[src/rtl/spi_regport_pkg.sv]
`timescale 1ns/1ps
package spi_regport_pkg;
  localparam int CMD_W  = 16;
  localparam int CRC_W  = 8;
  localparam int ADDR_W = 3;
  localparam int DATA_W = CMD_W - ADDR_W - 1;
  localparam int MODE_W = 4;
  localparam int FRAME_MAX = CMD_W + CRC_W;

  localparam logic [CRC_W-1:0] CRC_POLY  = 8'h07;
  localparam logic [7:0]       CODE_SOFT = 8'h3C;
  localparam logic [7:0]       CODE_HARD = 8'hFF;

  typedef enum logic [ADDR_W-1:0] {
    A_NOP  = 3'd0,
    A_MODE = 3'd1,
    A_RST  = 3'd2,
    A_STAT = 3'd3,
    A_SCR  = 3'd4
  } reg_addr_e;

  typedef struct packed {
    logic              wr;
    logic [ADDR_W-1:0] addr;
    logic [DATA_W-1:0] data;
  } cmd_t;

  // Serial CRC-8, seed zero, MSB first
  function automatic logic [CRC_W-1:0] crc8(input logic [CMD_W-1:0] d);
    logic [CRC_W-1:0] c;
    logic fb;
    c = '0;
    for (int i = CMD_W - 1; i >= 0; i--) begin
      fb = c[CRC_W-1] ^ d[i];
      c  = {c[CRC_W-2:0], 1'b0} ^ (fb ? CRC_POLY : '0);
    end
    return c;
  endfunction
endpackage

[src/rtl/spi_regport_sync.sv]
`timescale 1ns/1ps
module spi_regport_sync #(
  parameter int STAGES = 2
) (
  input  logic clk,
  input  logic rst_n,
  input  logic cs_n,
  input  logic sclk,
  input  logic sdi,
  output logic cs_fall,
  output logic cs_rise,
  output logic sclk_fall,
  output logic sdi_s
);
  localparam int NSIG = 3;
  localparam logic [NSIG-1:0] IDLE = 3'b001;

  logic [NSIG-1:0] raw;
  logic [NSIG-1:0] synced;
  logic [1:0]      last;

  assign raw = {sdi, sclk, cs_n};

  for (genvar g = 0; g < NSIG; g++) begin : g_sync
    logic [STAGES-1:0] chain;
    always_ff @(posedge clk or negedge rst_n) begin
      if (!rst_n) chain <= {STAGES{IDLE[g]}};
      else        chain <= {chain[STAGES-2:0], raw[g]};
    end
    assign synced[g] = chain[STAGES-1];
  end

  always_ff @(posedge clk or negedge rst_n) begin
    if (!rst_n) last <= IDLE[1:0];
    else        last <= synced[1:0];
  end

  assign cs_fall   =  last[0] & ~synced[0];
  assign cs_rise   = ~last[0] &  synced[0];
  assign sclk_fall =  last[1] & ~synced[1] & ~synced[0];
  assign sdi_s     =  synced[2];
endmodule

[src/rtl/spi_regport_rx.sv]
`timescale 1ns/1ps
module spi_regport_rx
  import spi_regport_pkg::*;
(
  input  logic clk,
  input  logic rst_n,
  input  logic cs_fall,
  input  logic cs_rise,
  input  logic sclk_fall,
  input  logic sdi_s,
  input  logic wcrc_en,
  input  logic rcrc_en,
  output logic frame_end,
  output logic cmd_ok,
  output logic crc_bad,
  output cmd_t cmd
);
  localparam int CNT_W = $clog2(FRAME_MAX + 2);
  localparam logic [CNT_W-1:0] CNT_SAT  = '1;
  localparam logic [CNT_W-1:0] LEN_CMD  = CNT_W'(CMD_W);
  localparam logic [CNT_W-1:0] LEN_FULL = CNT_W'(FRAME_MAX);

  logic [FRAME_MAX-1:0] sh;
  logic [CNT_W-1:0]     cnt;

  always_ff @(posedge clk or negedge rst_n) begin
    if (!rst_n) begin
      sh  <= '0;
      cnt <= '0;
    end else if (cs_fall) begin
      cnt <= '0;
    end else if (sclk_fall) begin
      sh <= {sh[FRAME_MAX-2:0], sdi_s};
      if (cnt != CNT_SAT) cnt <= cnt + 1'b1;
    end
  end

  logic             len_short, len_long, crc_match;
  logic             ok_c, bad_c;
  cmd_t             cmd_c;
  logic [CRC_W-1:0] crc_rx;

  assign len_short = (cnt == LEN_CMD);
  assign len_long  = (cnt == LEN_FULL);
  assign cmd_c     = len_long ? cmd_t'(sh[FRAME_MAX-1:CRC_W]) : cmd_t'(sh[CMD_W-1:0]);
  assign crc_rx    = sh[CRC_W-1:0];
  assign crc_match = (crc8(sh[FRAME_MAX-1:CRC_W]) == crc_rx);

  always_comb begin
    ok_c  = 1'b0;
    bad_c = 1'b0;
    if (cmd_c.wr) begin
      if (wcrc_en) begin
        ok_c  = len_long & crc_match;
        bad_c = len_long & ~crc_match;
      end else begin
        ok_c  = len_short;
      end
    end else begin
      ok_c = len_short | (len_long & rcrc_en);
    end
  end

  always_ff @(posedge clk or negedge rst_n) begin
    if (!rst_n) begin
      frame_end <= 1'b0;
      cmd_ok    <= 1'b0;
      crc_bad   <= 1'b0;
      cmd       <= '0;
    end else begin
      frame_end <= cs_rise;
      cmd_ok    <= cs_rise & ok_c;
      crc_bad   <= cs_rise & bad_c;
      if (cs_rise) cmd <= cmd_c;
    end
  end

  a_r3_len_valid: assert property (@(posedge clk) disable iff (!rst_n)
    cmd_ok |-> (cnt == LEN_CMD || cnt == LEN_FULL));
  a_r5_bad_full_len: assert property (@(posedge clk) disable iff (!rst_n)
    crc_bad |-> (cnt == LEN_FULL && !cmd_ok));
endmodule

[src/rtl/spi_regport_regs.sv]
`timescale 1ns/1ps
module spi_regport_regs
  import spi_regport_pkg::*;
#(
  parameter logic [DATA_W-1:0] SCRATCH_RST = 12'h5A0
) (
  input  logic                 clk,
  input  logic                 rst_n,
  input  logic                 frame_end,
  input  logic                 cmd_ok,
  input  logic                 crc_bad,
  input  cmd_t                 cmd,
  input  logic                 alert_in,
  output logic [MODE_W-1:0]    mode,
  output logic                 crc_err,
  output logic                 alert_flag,
  output logic                 soft_rst,
  output logic                 hard_rst,
  output logic [FRAME_MAX-1:0] resp
);
  logic [MODE_W-1:0] mode_q;
  logic [DATA_W-1:0] scr_q;
  logic              crc_q, alert_q, soft_q, hard_q;
  logic [FRAME_MAX-1:0] resp_q;

  logic wr_en, rd_en, is_soft, is_hard;
  assign wr_en   = cmd_ok & cmd.wr;
  assign rd_en   = cmd_ok & ~cmd.wr;
  assign is_soft = wr_en && (cmd.addr == A_RST) && (cmd.data[7:0] == CODE_SOFT);
  assign is_hard = wr_en && (cmd.addr == A_RST) && (cmd.data[7:0] == CODE_HARD);

  logic [DATA_W-1:0] rdata;
  logic [CMD_W-1:0]  rword;
  always_comb begin
    unique case (cmd.addr)
      A_MODE:  rdata = DATA_W'(mode_q);
      A_STAT:  rdata = DATA_W'({alert_q, crc_q});
      A_SCR:   rdata = scr_q;
      default: rdata = '0;
    endcase
  end
  assign rword = {1'b0, cmd.addr, rdata};

  always_ff @(posedge clk or negedge rst_n) begin
    if (!rst_n) begin
      mode_q  <= '0;
      scr_q   <= SCRATCH_RST;
      crc_q   <= 1'b0;
      alert_q <= 1'b0;
      soft_q  <= 1'b0;
      hard_q  <= 1'b0;
      resp_q  <= '0;
    end else begin
      soft_q <= is_soft;
      hard_q <= is_hard;
      if (frame_end)
        resp_q <= rd_en ? {rword, (mode_q[3] ? crc8(rword) : 8'h00)} : '0;
      if (is_hard) begin
        mode_q  <= '0;
        scr_q   <= SCRATCH_RST;
        crc_q   <= 1'b0;
        alert_q <= 1'b0;
      end else begin
        if (wr_en && cmd.addr == A_MODE) mode_q <= cmd.data[MODE_W-1:0];
        if (wr_en && cmd.addr == A_SCR)  scr_q  <= cmd.data;
        if (crc_bad)                                       crc_q <= 1'b1;
        else if (wr_en && cmd.addr == A_STAT && cmd.data[0]) crc_q <= 1'b0;
        if (is_soft)       alert_q <= 1'b0;
        else if (alert_in) alert_q <= 1'b1;
      end
    end
  end

  assign mode       = mode_q;
  assign crc_err    = crc_q;
  assign alert_flag = alert_q;
  assign soft_rst   = soft_q;
  assign hard_rst   = hard_q;
  assign resp       = resp_q;

  a_r1_hold_without_write: assert property (@(posedge clk) disable iff (!rst_n)
    !wr_en |=> ($stable(mode_q) && $stable(scr_q)));
  a_r5_discard_bad_crc: assert property (@(posedge clk) disable iff (!rst_n)
    crc_bad |=> ($stable(mode_q) && $stable(scr_q) && crc_q));
  a_r7_soft_clears_alert: assert property (@(posedge clk) disable iff (!rst_n)
    soft_rst |-> !alert_flag);
  a_r8_hard_defaults: assert property (@(posedge clk) disable iff (!rst_n)
    hard_rst |-> (mode_q == '0 && scr_q == SCRATCH_RST && !crc_q && !alert_q));
endmodule

[src/rtl/spi_regport_tx.sv]
`timescale 1ns/1ps
module spi_regport_tx
  import spi_regport_pkg::*;
(
  input  logic                 clk,
  input  logic                 rst_n,
  input  logic                 cs_fall,
  input  logic                 sclk_fall,
  input  logic [FRAME_MAX-1:0] word,
  output logic                 sdo
);
  logic [FRAME_MAX-1:0] sh;

  always_ff @(posedge clk or negedge rst_n) begin
    if (!rst_n)         sh <= '0;
    else if (cs_fall)   sh <= word;
    else if (sclk_fall) sh <= {sh[FRAME_MAX-2:0], 1'b0};
  end

  assign sdo = sh[FRAME_MAX-1];

  a_r2_sdo_paced: assert property (@(posedge clk) disable iff (!rst_n)
    (!cs_fall && !sclk_fall) |=> $stable(sdo));
endmodule

[src/rtl/spi_regport.sv]
`timescale 1ns/1ps
module spi_regport
  import spi_regport_pkg::*;
#(
  parameter int                SYNC_STAGES = 2,
  parameter logic [DATA_W-1:0] SCRATCH_RST = 12'h5A0
) (
  input  logic       clk,
  input  logic       rst_n,
  input  logic       cs_n,
  input  logic       sclk,
  input  logic       sdi,
  output logic       sdo,
  input  logic       alert_in,
  output logic [1:0] lane_mode,
  output logic       four_lane,
  output logic       two_lane,
  output logic       wr_crc_en,
  output logic       rd_crc_en,
  output logic       crc_err,
  output logic       alert_flag,
  output logic       soft_rst,
  output logic       hard_rst
);
  logic cs_fall, cs_rise, sclk_fall, sdi_s;
  logic frame_end, cmd_ok, crc_bad;
  cmd_t cmd;
  logic [MODE_W-1:0]    mode;
  logic [FRAME_MAX-1:0] resp;

  spi_regport_sync #(.STAGES(SYNC_STAGES)) u_sync (
    .clk(clk), .rst_n(rst_n), .cs_n(cs_n), .sclk(sclk), .sdi(sdi),
    .cs_fall(cs_fall), .cs_rise(cs_rise), .sclk_fall(sclk_fall), .sdi_s(sdi_s));

  spi_regport_rx u_rx (
    .clk(clk), .rst_n(rst_n), .cs_fall(cs_fall), .cs_rise(cs_rise),
    .sclk_fall(sclk_fall), .sdi_s(sdi_s), .wcrc_en(mode[2]), .rcrc_en(mode[3]),
    .frame_end(frame_end), .cmd_ok(cmd_ok), .crc_bad(crc_bad), .cmd(cmd));

  spi_regport_regs #(.SCRATCH_RST(SCRATCH_RST)) u_regs (
    .clk(clk), .rst_n(rst_n), .frame_end(frame_end), .cmd_ok(cmd_ok),
    .crc_bad(crc_bad), .cmd(cmd), .alert_in(alert_in), .mode(mode),
    .crc_err(crc_err), .alert_flag(alert_flag), .soft_rst(soft_rst),
    .hard_rst(hard_rst), .resp(resp));

  spi_regport_tx u_tx (
    .clk(clk), .rst_n(rst_n), .cs_fall(cs_fall), .sclk_fall(sclk_fall),
    .word(resp), .sdo(sdo));

  assign lane_mode = mode[1:0];
  assign four_lane = (mode[1:0] == 2'b10);
  assign two_lane  = (mode[1:0] == 2'b00);
  assign wr_crc_en = mode[2];
  assign rd_crc_en = mode[3];

  a_r12_one_reset_kind: assert property (@(posedge clk) disable iff (!rst_n)
    $countones({soft_rst, hard_rst}) <= 1);
  a_r5_err_after_frame: assert property (@(posedge clk) disable iff (!rst_n)
    $rose(crc_err) |-> $past(crc_bad));
endmodule

[config.mk]
export PLATFORM = sky130hd
export DESIGN_NAME = spi_regport
export DESIGN_NICKNAME = d
export VERILOG_FILES = /design/src/rtl/spi_regport_pkg.sv /design/src/rtl/spi_regport_sync.sv /design/src/rtl/spi_regport_rx.sv /design/src/rtl/spi_regport_regs.sv /design/src/rtl/spi_regport_tx.sv /design/src/rtl/spi_regport.sv
export SDC_FILE = /design/constraint.sdc
export NUM_CORES = 1
export LEC_CHECK = 0
export ABC_AREA = 1
export BUFFER_PORTS_ARGS = -buffer_cell sky130_fd_sc_hd__buf_2
export CORE_ASPECT_RATIO = 1.75
export CORE_UTILIZATION = 50
export DETAILED_ROUTE_END_ITERATION = 8
export GPL_ROUTABILITY_DRIVEN = 0
export MAX_ROUTING_LAYER = met4
export PLACE_DENSITY = 0.77
export SLEW_MARGIN = 20
export SYNTH_ARGS = -nofsm -noshare
export SYNTH_HDL_FRONTEND = slang
export SYNTH_SLANG_ARGS = --single-unit
[constraint.sdc]
create_clock -name clk -period 2.6 [get_ports clk]
set_input_delay 0.52 -clock clk [delete_from_list [all_inputs] [get_ports clk]]
set_output_delay 0.52 -clock clk [all_outputs]
set_load 0.01 [all_outputs]
==> flow_metrics.tcl <==
set metrics [dict create \
    end_kind "flop" \
    fin_area_mm2 0.007041 \
    hpwl_mm 10.72 \
    syn2layout_area_growth_pct 14.35 \
    antenna-diode-count 0 \
    synth_flop_cell "dfrtp_1" \
    tightest_slew_ns 0.6107 \
    die_x_um 85.89 \
    cp.required_ns 2.89 \
    num_rows 53 \
    cts_sinks 123 \
    coreArea_mm2 0.01200 \
    rsz0062_at_grt "false" \
    wire_per_inst_um 15.21 \
    yosys_register_bits 123 \
    die_h_um 148.8 \
    min_period_over_period_pct 92.39 \
    synth_top_area_share_pct 47.14 \
    fill_cells 1071 \
    syn_nets 783 \
    slowest_delay_ns 0.44 \
    yosys_warnings 0 \
    grt_pass1_wl_mm 24.63 \
    setup_violations 0 \
    reg2reg_depth 11 \
    cp_slowest_cell "dfrtp_1" \
    place_area_mm2 0.006489 \
    hold_buffers 0 \
    synthArstFlopShare_pct 100.0 \
    die-area_mm2 0.01278 \
    maxSlewViolCount 0 \
    ys_top_cells_by_area "dfrtp_1, nand2_1, inv_1, o21ai_0, nor2_1" \
    grt_use_total_pct 26.23 \
    hold_viol 0 \
    max_cap_viol_count 0 \
    fin_setup_tns_ns 0 \
    final_layout_size_suffix_gt1_share_pct 10.12 \
    r2r_slack_ns 0.20 \
    regToRegStartpoint "u_rx.cmd[13]" \
    slew_headroom_pct 59.29 \
    hp-class "input pin to asynchronous set/reset pin" \
    path_cells "inv_1 -> ha_1 -> inv_1 -> nor2_1 -> inv_1 -> o22ai_1 -> xor2_1 -> xnor2_1 -> nand2_1 -> nand3_1 -> o21ai_1" \
    grt_max_degree 59 \
    io_buffers 16 \
    synth_edf_count 0 \
    critPathKind "flop to flop" \
    drtAntennaViolNets 0 \
    power_density_mw_per_mm2 630.9 \
    cts_root_buf "clkbuf_16" \
    p_leak_nw 3.384 \
    arrival_ns 2.69 \
    clock_path_buffers 2 \
    fmax_mhz 416.3 \
    multi_input_area_mm2 0.002536 \
    cts_tree "done" \
    path_clk_slew_ns 0.05 \
    syn_inst 770 \
    grt_overflow 0 \
    drt-initial-drc-count 327 \
    crit_fanout 5 \
    syn_area_mm2 0.006157 \
    htreeDepth 4 \
    netlist_top_cells_count "nand2_1, dfrtp_1, inv_1" \
    yosysMostFrequentCell "nand2_1" \
    syn_avg_cell_area_um2 7.996 \
    avgViaCountPerCell 5.301 \
    finClkSkew_ns 0.008927 \
    cts-buffers-inserted 17 \
    r2r-end "u_regs.resp[3]" \
    clock_latency_ns 0.41 \
    antenna_found_initial 0 \
    drtPass1Iterations 5 \
    irDropWorstVdd_v 0.0003444 \
    critPathLaunch "u_rx.cmd[13]" \
    status "finished clean" \
    regArea_mm2 0.003087 \
    vias 5168 \
    crit_top_cell "inv_1" \
    num-nets-final 810 \
    fin_crit_ns 2.402 \
    yosysSeqAreaShare_pct 50.13 \
    start_kind "flop" \
    drc 0 \
    drt-total-wl_mm 14.83 \
    grt_pass1_vias 5148 \
    ios 17 \
    synth_cell_types 36 \
    synth_top_cell_by_area "dfrtp_1" \
    start_util_pct 51.30 \
]
==> how the worst max path moves through the flow <==
stage                          end  slack (ns)  cells after the start
floorplan           u_regs.resp[4]        0.43                     13
global placement    u_regs.resp[4]        0.18                     11
detailed placement  u_regs.resp[4]        0.16                     11
CTS                 u_regs.resp[4]        0.16                     11
global route        u_regs.resp[3]        0.02                     12
finish              u_regs.resp[3]        0.20                     11
==> critical path, delay by kind of cell, from the launching register on <==
family / cells / cell delay, ns
xor+xnor: 2 / 0.56
flops: 1 / 0.44
buf+inv: 3 / 0.34
compound gates: 2 / 0.37
simple gates: 3 / 0.40
fa+ha+maj: 1 / 0.18
==> sequential cells by signal, summed over array words and instances, names as in the netlist <==
signal and count:
u_rx.sh 24, u_tx.sh 24, u_regs.resp 23, u_rx.cmd 16
u_regs.scr_q 12, u_sync.g_sync.chain 6, u_rx.cnt 5, u_regs.mode 4
u_sync.last 2, u_regs.alert_flag 1, u_regs.crc_err 1, u_regs.hard_rst 1
u_regs.soft_rst 1, u_rx.cmd_ok 1, u_rx.crc_bad 1, u_rx.frame_end 1
==> where the power goes <==
group	switching, mW	internal [mW]	leakage, nW
Clock	0.808	1.38	0.270
Combinational	0.170	0.0726	1.45
Sequential	0.0420	1.97	1.66
Total	1.02	3.42	3.38
==> cells by family (layout without fill, tap and decap cells) <==
| group | count (synthesis) | in the layout | synth area share [%] |
|---|---|---|---|
| flops | 123 | 123 | 50.13 |
| buf+inv | 141 | 181 | 8.840 |
| xor+xnor | 28 | 28 | 4.227 |
| fa+ha+maj | 7 | 7 | 1.422 |
| simple gates | 333 | 333 | 21.56 |
| compound gates | 138 | 138 | 13.82 |
==> what timing repair did <==
action | in CTS | in global routing
gates resized for setup | 0 | 1
buffers inserted | 0 | 0
hold endpoints to repair | 0 | 0
setup endpoints to repair | 0 | 2
==> per-layer routing <==
metal / track usage, % / wire, um / vias up
li1: - / - / 2525
met1: 24.90 / 5241 / 2456
met2: 47.74 / 8352 / 117
met3: 5.147 / 371 / 70
met4: 15.83 / 867 / 0
met5: - / 0 / -
==> layout by cell type (no fill, tap or decap), types with 3 or more instances in the layout <==
master and instances:
buf_2 15, inv_2 4, clkbuf_8 3, inv_1 112, o21ai_1 3, o22ai_1 28
nand3_1 28, clkinv_2 5, a22oi_1 4, xnor2_1 6, clkbuf_1 4, xor2_1 20
o221ai_1 17, nor3_1 3, a21oi_1 7, nor2_1 53, dfrtp_1 116, o211ai_1 7
ha_1 7, buf_4 14, nand2_4 3, dfstp_2 7, clkbuf_16 17, o21ai_0 65
nand2_1 238
==> layout make-up <==
class | count | share of cell area, %
clock inverters | 8 | 0.9952
repair buffers | 30 | 2.843
clock buffers | 24 | 6.842
flip-flops and latches | 123 | 43.84
inverters | 119 | 6.522
well taps | 165 | 2.932
multi-input cells | 506 | 36.02
==> stage by stage <==
stage / hold slack, ns / utilization, % / setup slack [ns] / total power, mW / cells
detailed placement: 0.3373 / 54.06 / 0.1597 / 2.288 / 943
floorplan: 0.2244 / - / 0.4326 / 2.178 / 770
finish: 0.1035 / 58.66 / 0.1980 / 4.442 / 975
CTS: 0.1118 / 58.66 / 0.1597 / 4.475 / 975
global route: 0.1419 / 58.66 / 0.01733 / 4.609 / 975
global placement: 0.3333 / 54.06 / 0.1838 / 2.283 / 943
Note: power is estimated with default switching activity, not from simulation.
